<file path="config.mk">
export PLATFORM = sky130hd
export DESIGN_NAME = duplex_fault_arbiter
export DESIGN_NICKNAME = d
export VERILOG_FILES = /design/src/rtl/dfa_pkg.sv /design/src/rtl/dfa_accept.sv /design/src/rtl/dfa_agree.sv /design/src/rtl/dfa_ctrl.sv /design/src/rtl/duplex_fault_arbiter.sv
export SDC_FILE = /design/constraint.sdc
export NUM_CORES = 1
export LEC_CHECK = 0
export BUFFER_PORTS_ARGS = -buffer_cell sky130_fd_sc_hd__buf_2
export CAP_MARGIN = 10
export CORE_MARGIN = 2
export CORE_UTILIZATION = 25
export DETAILED_ROUTE_END_ITERATION = 10
export PLACE_DENSITY = 0.55
export SYNTH_ARGS = -nofsm -noshare
export SYNTH_HDL_FRONTEND = slang
export SYNTH_HIERARCHICAL = 1
export SYNTH_SLANG_ARGS = --single-unit
</file>
<file path="constraint.sdc">
create_clock -name clk -period 5.5 [get_ports clk]
set_input_delay 0.55 -clock clk [delete_from_list [all_inputs] [get_ports clk]]
set_output_delay 0.55 -clock clk [all_outputs]
set_load 0.01 [all_outputs]
</file>
<file path="src/rtl/dfa_pkg.sv">
package dfa_pkg;
   typedef enum logic [1:0] {
      SB_HOT  = 2'd0,
      SB_WARM = 2'd1,
      SB_COLD = 2'd2
   } sb_mode_e;

   typedef enum logic [1:0] {
      ST_RUN  = 2'd0,
      ST_DIAG = 2'd1,
      ST_WAKE = 2'd2,
      ST_SAFE = 2'd3
   } arb_state_e;
endpackage

</file>
<file path="src/rtl/dfa_accept.sv">
module dfa_accept #(
   parameter int DATA_W = 8
) (
   input  logic [1:0][DATA_W-1:0] data,
   input  logic [DATA_W-1:0]      lo,
   input  logic [DATA_W-1:0]      hi,
   input  logic [1:0]             cmd_ok,
   input  logic                   smp_valid,
   output logic [1:0]             fail
);
   initial begin
      assert (DATA_W >= 1) else $error("DATA_W must be at least 1");
   end

   for (genvar i = 0; i < 2; i++) begin : g_ch
      logic below, above;
      assign below   = data[i] < lo;
      assign above   = data[i] > hi;
      assign fail[i] = smp_valid && (below || above || !cmd_ok[i]);
   end
endmodule

</file>
<file path="src/rtl/dfa_agree.sv">
module dfa_agree #(
   parameter int CMD_W     = 8,
   parameter int PERSIST_W = 3
) (
   input  logic                 clk,
   input  logic                 rst_n,
   input  logic                 run,
   input  logic                 smp_valid,
   input  logic [CMD_W-1:0]     cmd_a,
   input  logic [CMD_W-1:0]     cmd_b,
   input  logic [PERSIST_W-1:0] persist,
   output logic                 disagree
);
   localparam logic [PERSIST_W-1:0] CNT_MAX = {PERSIST_W{1'b1}};

   initial begin
      assert (PERSIST_W >= 1) else $error("PERSIST_W must be at least 1");
   end

   logic [PERSIST_W-1:0] run_len;
   logic                 mis;
   logic [PERSIST_W:0]   run_next;

   assign mis      = smp_valid && (cmd_a != cmd_b);
   assign run_next = {1'b0, run_len} + {{PERSIST_W{1'b0}}, 1'b1};
   assign disagree = run && mis && (run_next >= {1'b0, persist});

   always_ff @(posedge clk or negedge rst_n) begin
      if (!rst_n)           run_len <= '0;
      else if (!run)        run_len <= '0;
      else if (smp_valid) begin
         if (!mis)                  run_len <= '0;
         else if (run_len != CNT_MAX) run_len <= run_len + 1'b1;
      end
   end

   assert_disagree_differs_R4: assert property (@(posedge clk) disable iff (!rst_n)
      disagree |-> (cmd_a != cmd_b && smp_valid));
endmodule

</file>
<file path="src/rtl/dfa_ctrl.sv">
module dfa_ctrl
   import dfa_pkg::*;
#(
   parameter int DIAG_TO = 16,
   parameter int WARM_TO = 8,
   parameter int COLD_TO = 32
) (
   input  logic       clk,
   input  logic       rst_n,
   input  logic [1:0] mode,
   input  logic       smp_valid,
   input  logic [1:0] acc_fail,
   input  logic       fb_bad,
   input  logic       disagree,
   input  logic       diag_done,
   input  logic       diag_pass,
   input  logic       sby_ready,
   output logic       run,
   output logic       active,
   output logic [1:0] fault,
   output logic       safe,
   output logic       diag_req,
   output logic       diag_ch,
   output logic       sw_pulse,
   output logic [1:0] ch_en
);
   localparam int TMAX0 = (DIAG_TO > WARM_TO) ? DIAG_TO : WARM_TO;
   localparam int TMAX  = (TMAX0 > COLD_TO) ? TMAX0 : COLD_TO;
   localparam int TW    = $clog2(TMAX + 1);
   localparam logic [TW-1:0] DIAG_LAST = TW'(DIAG_TO - 1);
   localparam logic [TW-1:0] WARM_LAST = TW'(WARM_TO - 1);
   localparam logic [TW-1:0] COLD_LAST = TW'(COLD_TO - 1);

   initial begin
      assert (DIAG_TO >= 2) else $error("DIAG_TO must be at least 2");
      assert (WARM_TO >= 2) else $error("WARM_TO must be at least 2");
      assert (COLD_TO >= 2) else $error("COLD_TO must be at least 2");
   end

   arb_state_e     state;
   logic           tst, dis_reason, other;
   logic [TW-1:0]  timer, wake_last;
   logic           is_hot;

   assign other     = ~active;
   assign is_hot    = (mode == SB_HOT);
   assign wake_last = (mode == SB_WARM) ? WARM_LAST : COLD_LAST;

   always_ff @(posedge clk or negedge rst_n) begin
      if (!rst_n) begin
         state      <= ST_RUN;
         active     <= 1'b0;
         fault      <= 2'b00;
         tst        <= 1'b0;
         dis_reason <= 1'b0;
         timer      <= '0;
         sw_pulse   <= 1'b0;
      end else begin
         sw_pulse <= 1'b0;
         case (state)
            ST_RUN: if (smp_valid) begin
               if (acc_fail[active] || fb_bad) begin
                  tst <= active; dis_reason <= 1'b0; timer <= '0; state <= ST_DIAG;
               end else if (acc_fail[other] && !fault[other]) begin
                  tst <= other; dis_reason <= 1'b0; timer <= '0; state <= ST_DIAG;
               end else if (disagree && !fault[other]) begin
                  tst <= active; dis_reason <= 1'b1; timer <= '0; state <= ST_DIAG;
               end
            end
            ST_DIAG: begin
               timer <= timer + 1'b1;
               if (diag_done && diag_pass) begin
                  if (dis_reason && tst == active) begin
                     tst <= other; dis_reason <= 1'b0; timer <= '0;
                  end else begin
                     state <= ST_RUN;
                  end
               end else if (diag_done || timer == DIAG_LAST) begin
                  fault[tst] <= 1'b1;
                  if (fault[~tst])         state <= ST_SAFE;
                  else if (tst != active)  state <= ST_RUN;
                  else if (is_hot) begin
                     active <= other; sw_pulse <= 1'b1; state <= ST_RUN;
                  end else begin
                     timer <= '0; state <= ST_WAKE;
                  end
               end
            end
            ST_WAKE: begin
               timer <= timer + 1'b1;
               if (sby_ready || timer == wake_last) begin
                  active <= other; sw_pulse <= 1'b1; state <= ST_RUN;
               end
            end
            default: state <= ST_SAFE;
         endcase
      end
   end

   assign run      = (state == ST_RUN);
   assign safe     = (state == ST_SAFE);
   assign diag_req = (state == ST_DIAG);
   assign diag_ch  = tst;

   for (genvar i = 0; i < 2; i++) begin : g_en
      assign ch_en[i] = !fault[i] &&
                        ((active == 1'(i)) || is_hot || (state == ST_WAKE));
   end

   assert_fault0_sticky_R5: assert property (@(posedge clk) disable iff (!rst_n)
      fault[0] |=> fault[0]);
   assert_fault1_sticky_R5: assert property (@(posedge clk) disable iff (!rst_n)
      fault[1] |=> fault[1]);
   assert_safe_latched_R9: assert property (@(posedge clk) disable iff (!rst_n)
      safe |=> safe);
   assert_safe_both_faulty_R9: assert property (@(posedge clk) disable iff (!rst_n)
      safe |-> (fault == 2'b11));
   assert_switch_from_faulty_R6: assert property (@(posedge clk) disable iff (!rst_n)
      sw_pulse |-> (fault[other] && !fault[active]));
   assert_wake_not_hot_R7: assert property (@(posedge clk) disable iff (!rst_n)
      (state == ST_WAKE) |-> !is_hot);
   assert_diag_from_sample_R3: assert property (@(posedge clk) disable iff (!rst_n)
      $rose(diag_req) |-> $past(smp_valid));
endmodule

</file>
<file path="src/rtl/duplex_fault_arbiter.sv">
module duplex_fault_arbiter #(
   parameter int              CMD_W     = 8,
   parameter int              DATA_W    = 8,
   parameter int              PERSIST_W = 3,
   parameter int              DIAG_TO   = 16,
   parameter int              WARM_TO   = 8,
   parameter int              COLD_TO   = 32,
   parameter logic [CMD_W-1:0] SAFE_CMD = '0
) (
   input  logic                 clk,
   input  logic                 rst_n,
   input  logic [1:0]           cfg_mode,
   input  logic [DATA_W-1:0]    cfg_lo,
   input  logic [DATA_W-1:0]    cfg_hi,
   input  logic [PERSIST_W-1:0] cfg_persist,
   input  logic                 smp_valid,
   input  logic [DATA_W-1:0]    pri_data,
   input  logic [DATA_W-1:0]    sec_data,
   input  logic [CMD_W-1:0]     pri_cmd,
   input  logic [CMD_W-1:0]     sec_cmd,
   input  logic                 pri_cmd_ok,
   input  logic                 sec_cmd_ok,
   input  logic [CMD_W-1:0]     act_fb,
   output logic                 diag_req,
   output logic                 diag_ch,
   input  logic                 diag_done,
   input  logic                 diag_pass,
   output logic [1:0]           ch_en,
   input  logic                 sby_ready,
   output logic [CMD_W-1:0]     out_cmd,
   output logic                 out_valid,
   output logic                 out_lost,
   output logic                 active_ch,
   output logic [1:0]           fault_flag,
   output logic                 switch_pulse,
   output logic                 safe_state
);
   initial begin
      assert (CMD_W >= 1) else $error("CMD_W must be at least 1");
   end

   logic [1:0][DATA_W-1:0] data_v;
   logic [1:0][CMD_W-1:0]  cmd_v;
   logic [1:0]             acc_fail;
   logic                   disagree, run, fb_bad;
   logic [CMD_W-1:0]       last_cmd;

   assign data_v = {sec_data, pri_data};
   assign cmd_v  = {sec_cmd, pri_cmd};

   dfa_accept #(.DATA_W(DATA_W)) u_accept (
      .data(data_v), .lo(cfg_lo), .hi(cfg_hi),
      .cmd_ok({sec_cmd_ok, pri_cmd_ok}), .smp_valid(smp_valid), .fail(acc_fail)
   );

   dfa_agree #(.CMD_W(CMD_W), .PERSIST_W(PERSIST_W)) u_agree (
      .clk(clk), .rst_n(rst_n), .run(run), .smp_valid(smp_valid),
      .cmd_a(pri_cmd), .cmd_b(sec_cmd), .persist(cfg_persist), .disagree(disagree)
   );

   dfa_ctrl #(.DIAG_TO(DIAG_TO), .WARM_TO(WARM_TO), .COLD_TO(COLD_TO)) u_ctrl (
      .clk(clk), .rst_n(rst_n), .mode(cfg_mode), .smp_valid(smp_valid),
      .acc_fail(acc_fail), .fb_bad(fb_bad), .disagree(disagree),
      .diag_done(diag_done), .diag_pass(diag_pass), .sby_ready(sby_ready),
      .run(run), .active(active_ch), .fault(fault_flag), .safe(safe_state),
      .diag_req(diag_req), .diag_ch(diag_ch), .sw_pulse(switch_pulse), .ch_en(ch_en)
   );

   assign out_cmd   = safe_state ? SAFE_CMD : cmd_v[active_ch];
   assign out_valid = smp_valid && !switch_pulse;
   assign out_lost  = switch_pulse;
   assign fb_bad    = smp_valid && (act_fb != last_cmd);

   always_ff @(posedge clk or negedge rst_n) begin
      if (!rst_n)         last_cmd <= SAFE_CMD;
      else if (out_valid) last_cmd <= out_cmd;
   end

   assert_lost_not_valid_R6: assert property (@(posedge clk) disable iff (!rst_n)
      out_lost |-> !out_valid);
   assert_pulse_single_R6: assert property (@(posedge clk) disable iff (!rst_n)
      switch_pulse |=> !switch_pulse);
endmodule

</file>
==> impl_metrics.json, run 1 <==
{
  "cp_cell_sequence": "buf_2 > ha_1 > nor2b_1 > o21bai_1 > a21oi_1 > nor4b_1 > o2bb2ai_1 > or2_0 > a211o_1 > a21oi_2 > nor2_2 > mux2_2",
  "stdcell_count": 528,
  "drtIter0Drc": 92,
  "reg2reg_slack_ns": 2.78,
  "core_um2": 10700,
  "place_ws_ns": 2.45,
  "worst_pin_slew_ns": 0.906,
  "detailed_place.area_um2": 3290,
  "wl_met2_um": 3360,
  "antenna_found_initial": 0,
  "synth.cell_area_um2": 2730,
  "whs_ns": 0.251,
  "finClkSkew_ns": 0.00951,
  "grt_pass1_vias": 2533,
  "rsz0062_at_grt": "false",
  "syn_inst": 303,
  "wl_per_cell_um": 13.3,
  "via_per_inst": 4.71,
  "fin_area_um2": 3340,
  "slew_viol_final": 0,
  "total_power_mw": 1.17,
  "multiInputGateArea_um2": 1930,
  "die_area_um2": 11800,
  "wl_met1_um": 3210,
  "powerDensity_nw_per_um2": 349,
  "status": "complete, no violations",
  "cts-htree-levels": 1,
  "clock_latency_ns": 0.28,
  "critPathMaxFanout": 6,
  "grt.overflow.total": 0,
  "drive_above_1_share_pct": 30.2,
  "n_fill_cell": 1167,
  "critical_path_class": "primary input to flop",
  "hold_viol": 0,
  "die_x_um": 108,
  "dp_cells": 524,
  "cts_tree": "done",
  "cts.hold.buffers_added": 0,
  "hpwl_um": 5930,
  "grt_pass1_wl_um": 11600,
  "route.detailed.drc": 0,
  "relSlewSlack_pct": 39.6,
  "antennaDiodeCount": 0,
  "synth.distinct_cells": 62,
  "clkSinkCount": 25,
  "final_util_pct": 31.1,
  "cts_resized": 0,
  "pin_count": 88,
  "cp_slowest_cell": "a211o_1",
  "crit_required_ns": 5.67,
  "nets": 498,
  "ir_worst_vdd_v": 0.000143,
  "hold_class": "primary input to async pin",
  "die_height_um": 108,
  "gp_congestion": 0.830,
  "cap_violations": 0,
  "async_flop_share_pct": 100,
  "critPathMaxStageDelay_ns": 0.34,
  "cp-start-kind": "primary input",
  "min_period_ns": 2.78,
  "ant_nets": 0,
  "drt_pre_antenna_iters": 4,
  "fmaxAchievable_ghz": 0.359,
  "start_util_pct": 25.4,
  "route.met3.wl_um": 363,
  "clock_path_buffers": 2,
  "syn_avg_cell_area_um2": 9.01,
  "arrival_ns": 2.95,
  "setup_tns_ns": 0,
  "vias": 2485,
  "highest_layer": "met4",
  "grt_max_degree": 26,
  "drt-total-wl_um": 7010,
  "root_buffer": "clkbuf_8",
  "clkTransAtPathRegs_ns": 0.10,
  "min_period_over_period_pct": 50.6,
  "yosysWarnings": 6,
  "place.port_buffers": 87,
  "ys_seq_area_share_pct": 22.9,
  "leakagePower_nw": 1.68,
  "synth_edf_count": 0,
  "cts_setup_buffers": 0,
  "cts_buffers": 3,
  "synth-seq-cells": 25,
  "num_rows": 38,
  "synth_fp_nets": 412,
  "critPathCaptureType": "flop",
  "synthFlopType": "dfrtp_1",
  "seq_area_um2": 626,
  "final.setup.worst_slack_ns": 2.72,
  "finalSetupViolCount": 0,
  "area_growth_syn_to_layout_pct": 22.3,
  "track_usage_pct": 12.3
}
==> cells in the mapped netlist (all sizes together) (3+ instances only) <==
cell / count / area share (%)
a21oi: 16 / 3.2
nand3: 4 / 0.73
mux2i: 11 / 4.5
nor2: 24 / 3.4
nand2: 12 / 1.7
dfrtp: 25 / 23
nand4: 7 / 2.1
o31ai: 4 / 1.1
buf: 5 / 1.6
ha: 40 / 18
a211oi: 3 / 0.83
inv: 33 / 4.5
o21ai: 22 / 4.3
xnor2: 11 / 3.8
a2bb2oi: 3 / 0.96
o211ai: 3 / 0.83
xor2: 8 / 2.6
mux2: 10 / 4.3
nor2b: 8 / 1.8
nor3: 7 / 1.7
a21boi: 3 / 0.83
a21o: 4 / 1.1
a22o: 4 / 1.3
==> sequential cells by signal (all words and copies together) (netlist names) <==
| signal | flops |
|---|---|
| u_agree/run_len | 3 |
| u_ctrl/sw_pulse | 1 |
| u_ctrl/timer | 6 |
| u_ctrl/fault | 2 |
| u_ctrl/active | 1 |
| u_ctrl/diag_ch | 1 |
| u_ctrl/dis_reason | 1 |
| u_ctrl/state | 2 |
| last_cmd | 8 |
==> metal layers <==
layer / vias to the layer above / track usage, %
met4: 0 / 3.39
met5: - / 0
met3: 4 / 1.33
met1: 1144 / 15.6
met2: 66 / 21.9
li1: 1271 / -
==> layout make-up <==
class | count | area share, %
sequential | 25 | 18.7
tap | 140 | 5.25
multi-input combinational | 239 | 57.8
clock buffer | 3 | 1.24
clock inverter | 1 | 0.225
inverter | 33 | 3.71
timing repair buffer | 87 | 13.0
==> where the power goes <==
part / internal, mW / total [mW] / switching (mW)
Combinational: 0.336 / 0.708 / 0.372
Clock: 0.0514 / 0.114 / 0.0621
Sequential: 0.251 / 0.345 / 0.0941
==> cell families (layout without fill, tap and decap cells) <==
kind of cell,after synthesis,after routing,synth area share (%)
flip-flops,25,25,22.9
AO/OA/AOI/OAI,79,79,20.6
AND/OR/NAND/NOR,80,80,16.6
XOR/XNOR,19,19,6.37
multiplexers,21,21,8.76
buffers and inverters,39,124,6.37
adder cells (fa/ha/maj),40,40,18.3
==> final timing paths <==
kind / start / end / cells past startpoint
worst max-delay path: sec_data[1] / u_ctrl/timer[0] / 12
worst min-delay path: rst_n / last_cmd[5] / 1
worst max register to register: u_agree/run_len[0] / u_ctrl/dis_reason / 10
worst min register to register: u_ctrl/dis_reason / u_ctrl/dis_reason / 1
max in group asynchronous: rst_n / u_ctrl/diag_ch / 1
min in group clk: u_ctrl/dis_reason / u_ctrl/dis_reason / 1
==> cell usage in the layout, fill, tap and decap left out, types with 2 or more instances in the layout <==
cell,Yosys,final
buf_2,1,87
ha_1,40,40
inv_1,33,33
dfrtp_1,25,25
nor2_1,23,23
o21ai_0,16,16
a21oi_1,14,14
nand2_1,12,12
mux2i_1,10,10
xnor2_1,10,10
mux2_2,9,9
nor2b_1,8,8
xor2_1,8,8
nand4_1,5,5
nor3_1,5,5
o31ai_1,4,4
a21o_1,4,4
nand3_1,4,4
o21ai_1,4,4
a22o_1,4,4
clkbuf_8,0,3
a211oi_1,3,3
o211ai_1,3,3
a2bb2oi_1,3,3
nor4_1,2,2
a21boi_0,2,2
nand2b_1,2,2
nor4b_1,2,2
o2bb2ai_1,2,2
o21ai_2,2,2
o31a_1,2,2
a31oi_1,2,2
nand4_2,2,2
o2111ai_1,2,2
nor3_2,2,2
nor3b_1,2,2
and3_1,2,2
a21oi_2,2,2
==> worst max-delay path: cells and delay by family <==
kind,cells,cell delay [ns]
buffers and inverters,1,0.11
and+or+nand+nor,4,0.80
AOI/OAI and AO/OA,5,0.92
adders and majority gates,1,0.30
muxes,1,0.27
No activity file was read; power rests on OpenSTA's default activity.
==> run 2, diff against run 1 <==
==> constraint.sdc (replaced) <==
create_clock -name clk -period 2.6 [get_ports clk]
set_input_delay 0.26 -clock clk [delete_from_list [all_inputs] [get_ports clk]]
set_output_delay 0.26 -clock clk [all_outputs]
set_load 0.01 [all_outputs]
==> run 2 against run 1 <==
- the flow now finishes with violations (negative hold slack)
- count of clock-buffer cells in the layout unchanged
- hold slack lost 0.27 ns
- combinational power rose by 140%
- cell count increased by 2.8%
- largest power group unchanged
==> impl_metrics.json, run 2 (synthesis results as in run 1) <==
{
  "status": "finished, violations left",
  "violations": "negative hold slack",
  "final_cell_mix": "buf_2 (87), ha_1 (36), inv_1 (33), dfrtp_1 (25), nor2_1 (23)",
  "via_per_inst": 4.70,
  "setup_tns_ns": 0,
  "ir_worst_vdd_v": 0.000358,
  "crit_required_ns": 2.76,
  "core_um2": 10700,
  "area_growth_syn_to_layout_pct": 28.7,
  "clock_path_buffers": 2,
  "grt.overflow.total": 0,
  "drive_above_1_share_pct": 34.5,
  "critPathMaxStageDelay_ns": 0.42,
  "grt_pass1_wl_um": 12000,
  "cts_buffers": 3,
  "route.detailed.drc": 0,
  "clkTransAtPathRegs_ns": 0.10,
  "cp_cell_sequence": "ha_4 > ha_4 > ha_2 > o21ai_2 > a211oi_2 > or2_1 > a211o_1 > a21oi_2 > nor2_4 > mux2_4",
  "die_height_um": 108,
  "n_fill_cell": 1155,
  "clock_latency_ns": 0.27,
  "rr_worst_depth": 10,
  "pin_count": 88,
  "largest_register_ffs": 8,
  "slew_viol_final": 0,
  "finalSetupViolCount": 0,
  "cpMostUsedCell": "ha_4",
  "regMostFlops": "last_cmd",
  "critPathCaptureType": "flop",
  "hold_class": "primary input to async pin",
  "relSlewSlack_pct": 53.1,
  "drt_pre_antenna_iters": 4,
  "worst_pin_slew_ns": 0.702,
  "critical_path_class": "flop to flop",
  "antennaDiodeCount": 0,
  "final_common_cell": "buf_2",
  "wl_per_cell_um": 13.3,
  "rsz0062_at_grt": "true",
  "whs_ns": -0.0231,
  "hold_viol": 25,
  "cp_slowest_cell": "dfrtp_1",
  "fin_area_um2": 3510,
  "leakagePower_nw": 1.76,
  "cts_tree": "done",
  "die_area_um2": 11800,
  "cp-start-kind": "flop",
  "vias": 2553,
  "fmaxAchievable_ghz": 0.394,
  "hpwl_um": 6110,
  "cap_violations": 0,
  "grt_pass1_vias": 2641,
  "min_period_over_period_pct": 97.6,
  "drtIter0Drc": 72,
  "start_util_pct": 25.4,
  "grt_max_degree": 26,
  "drt-total-wl_um": 7230,
  "die_x_um": 108,
  "antenna_found_initial": 0,
  "track_usage_pct": 12.5,
  "clkSinkCount": 25,
  "reg.largest.list": "last_cmd: 8 flops, u_ctrl/timer: 6 flops, u_agree/run_len: 3 flops",
  "worstReg2RegStart": "u_agree/run_len[1]",
  "critPathMaxFanout": 5,
  "nets": 513,
  "gp_congestion": 0.860,
  "regToRegEndpoint": "u_ctrl/timer[0]",
  "reg2reg_slack_ns": 0.06,
  "powerDensity_nw_per_um2": 747,
  "min_period_ns": 2.54,
  "num_rows": 38,
  "root_buffer": "clkbuf_8",
  "finClkSkew_ns": 0.0104,
  "final_util_pct": 32.7,
  "cts-htree-levels": 1,
  "arrival_ns": 2.70,
  "stdcell_count": 543,
  "dp_cells": 539,
  "detailed_place.area_um2": 3400,
  "place.port_buffers": 87,
  "ant_nets": 0,
  "cts.hold.buffers_added": 0
}
==> run 2: how the worst max path moves through the flow <==
stage	start	to	slack [ns]	cells after the start
2_1_floorplan	cfg_hi[1]	u_ctrl/timer[0]	0.14	12
3_3_place_gp	sec_data[1]	u_ctrl/timer[0]	-0.05	12
3_5_place_dp	sec_data[1]	u_ctrl/timer[0]	-0.04	12
4_1_cts	u_agree/run_len[0]	u_ctrl/timer[0]	0.01	10
5_1_grt	u_agree/run_len[1]	u_ctrl/timer[0]	-0.03	10
6_report	u_agree/run_len[1]	u_ctrl/timer[0]	0.06	10
==> run 2: where the power goes <==
part           total, mW  leakage, nW  internal, mW  switching [mW]
Clock              0.231       0.0255         0.107           0.124
Combinational       1.69         1.42         0.807           0.885
Sequential         0.699        0.314         0.531           0.168
==> run 2: through the flow <==
stage | power (mW) | setup WS [ns] | hold WS, ns
floorplan | 1.85 | 0.144 | -0.0356
global route | 2.86 | -0.0327 | 0.0229
global placement | 2.31 | -0.0514 | 0.292
finish | 2.62 | 0.0627 | -0.0231
CTS | 2.59 | 0.0121 | 0.00469
detailed placement | 2.34 | -0.0446 | 0.302
==> run 2: per-layer routing <==
metal / up-vias / GRT usage (%) / wire [um]
met2: 78 / 23.1 / 3450
met3: 4 / 1.69 / 438
met4: 0 / 2.20 / 66
met1: 1171 / 15.5 / 3280
met5: - / 0 / 0
li1: 1300 / - / -
==> run 2: layout make-up <==
cell class              instances  area [um2]  share of cell area (%)
flip-flops and latches         25         626                    17.8
well taps                     140         175                    4.99
clock inverters                 1        5.00                   0.143
multi-input cells             239        1990                    56.7
repair buffers                102         548                    15.6
clock buffers                   3        41.3                    1.18
inverters                      33         124                    3.53
==> run 2: timing repair <==
item                                   in CTS  in global routing
endpoints found under the hold margin       0                  0
setup endpoints to repair                   3                  9
setup buffers                               0                  0
pin swaps                                   0                  7
resized for setup                           2                 10
==> run 2: critical path: cells and delay by family, from the launching register on <==
| kind | cells | cell delay [ns] |
|---|---|---|
| DFF | 1 | 0.42 |
| adders and majority gates | 3 | 0.70 |
| and+or+nand+nor | 2 | 0.34 |
| muxes | 1 | 0.27 |
| AOI/OAI and AO/OA | 4 | 0.71 |
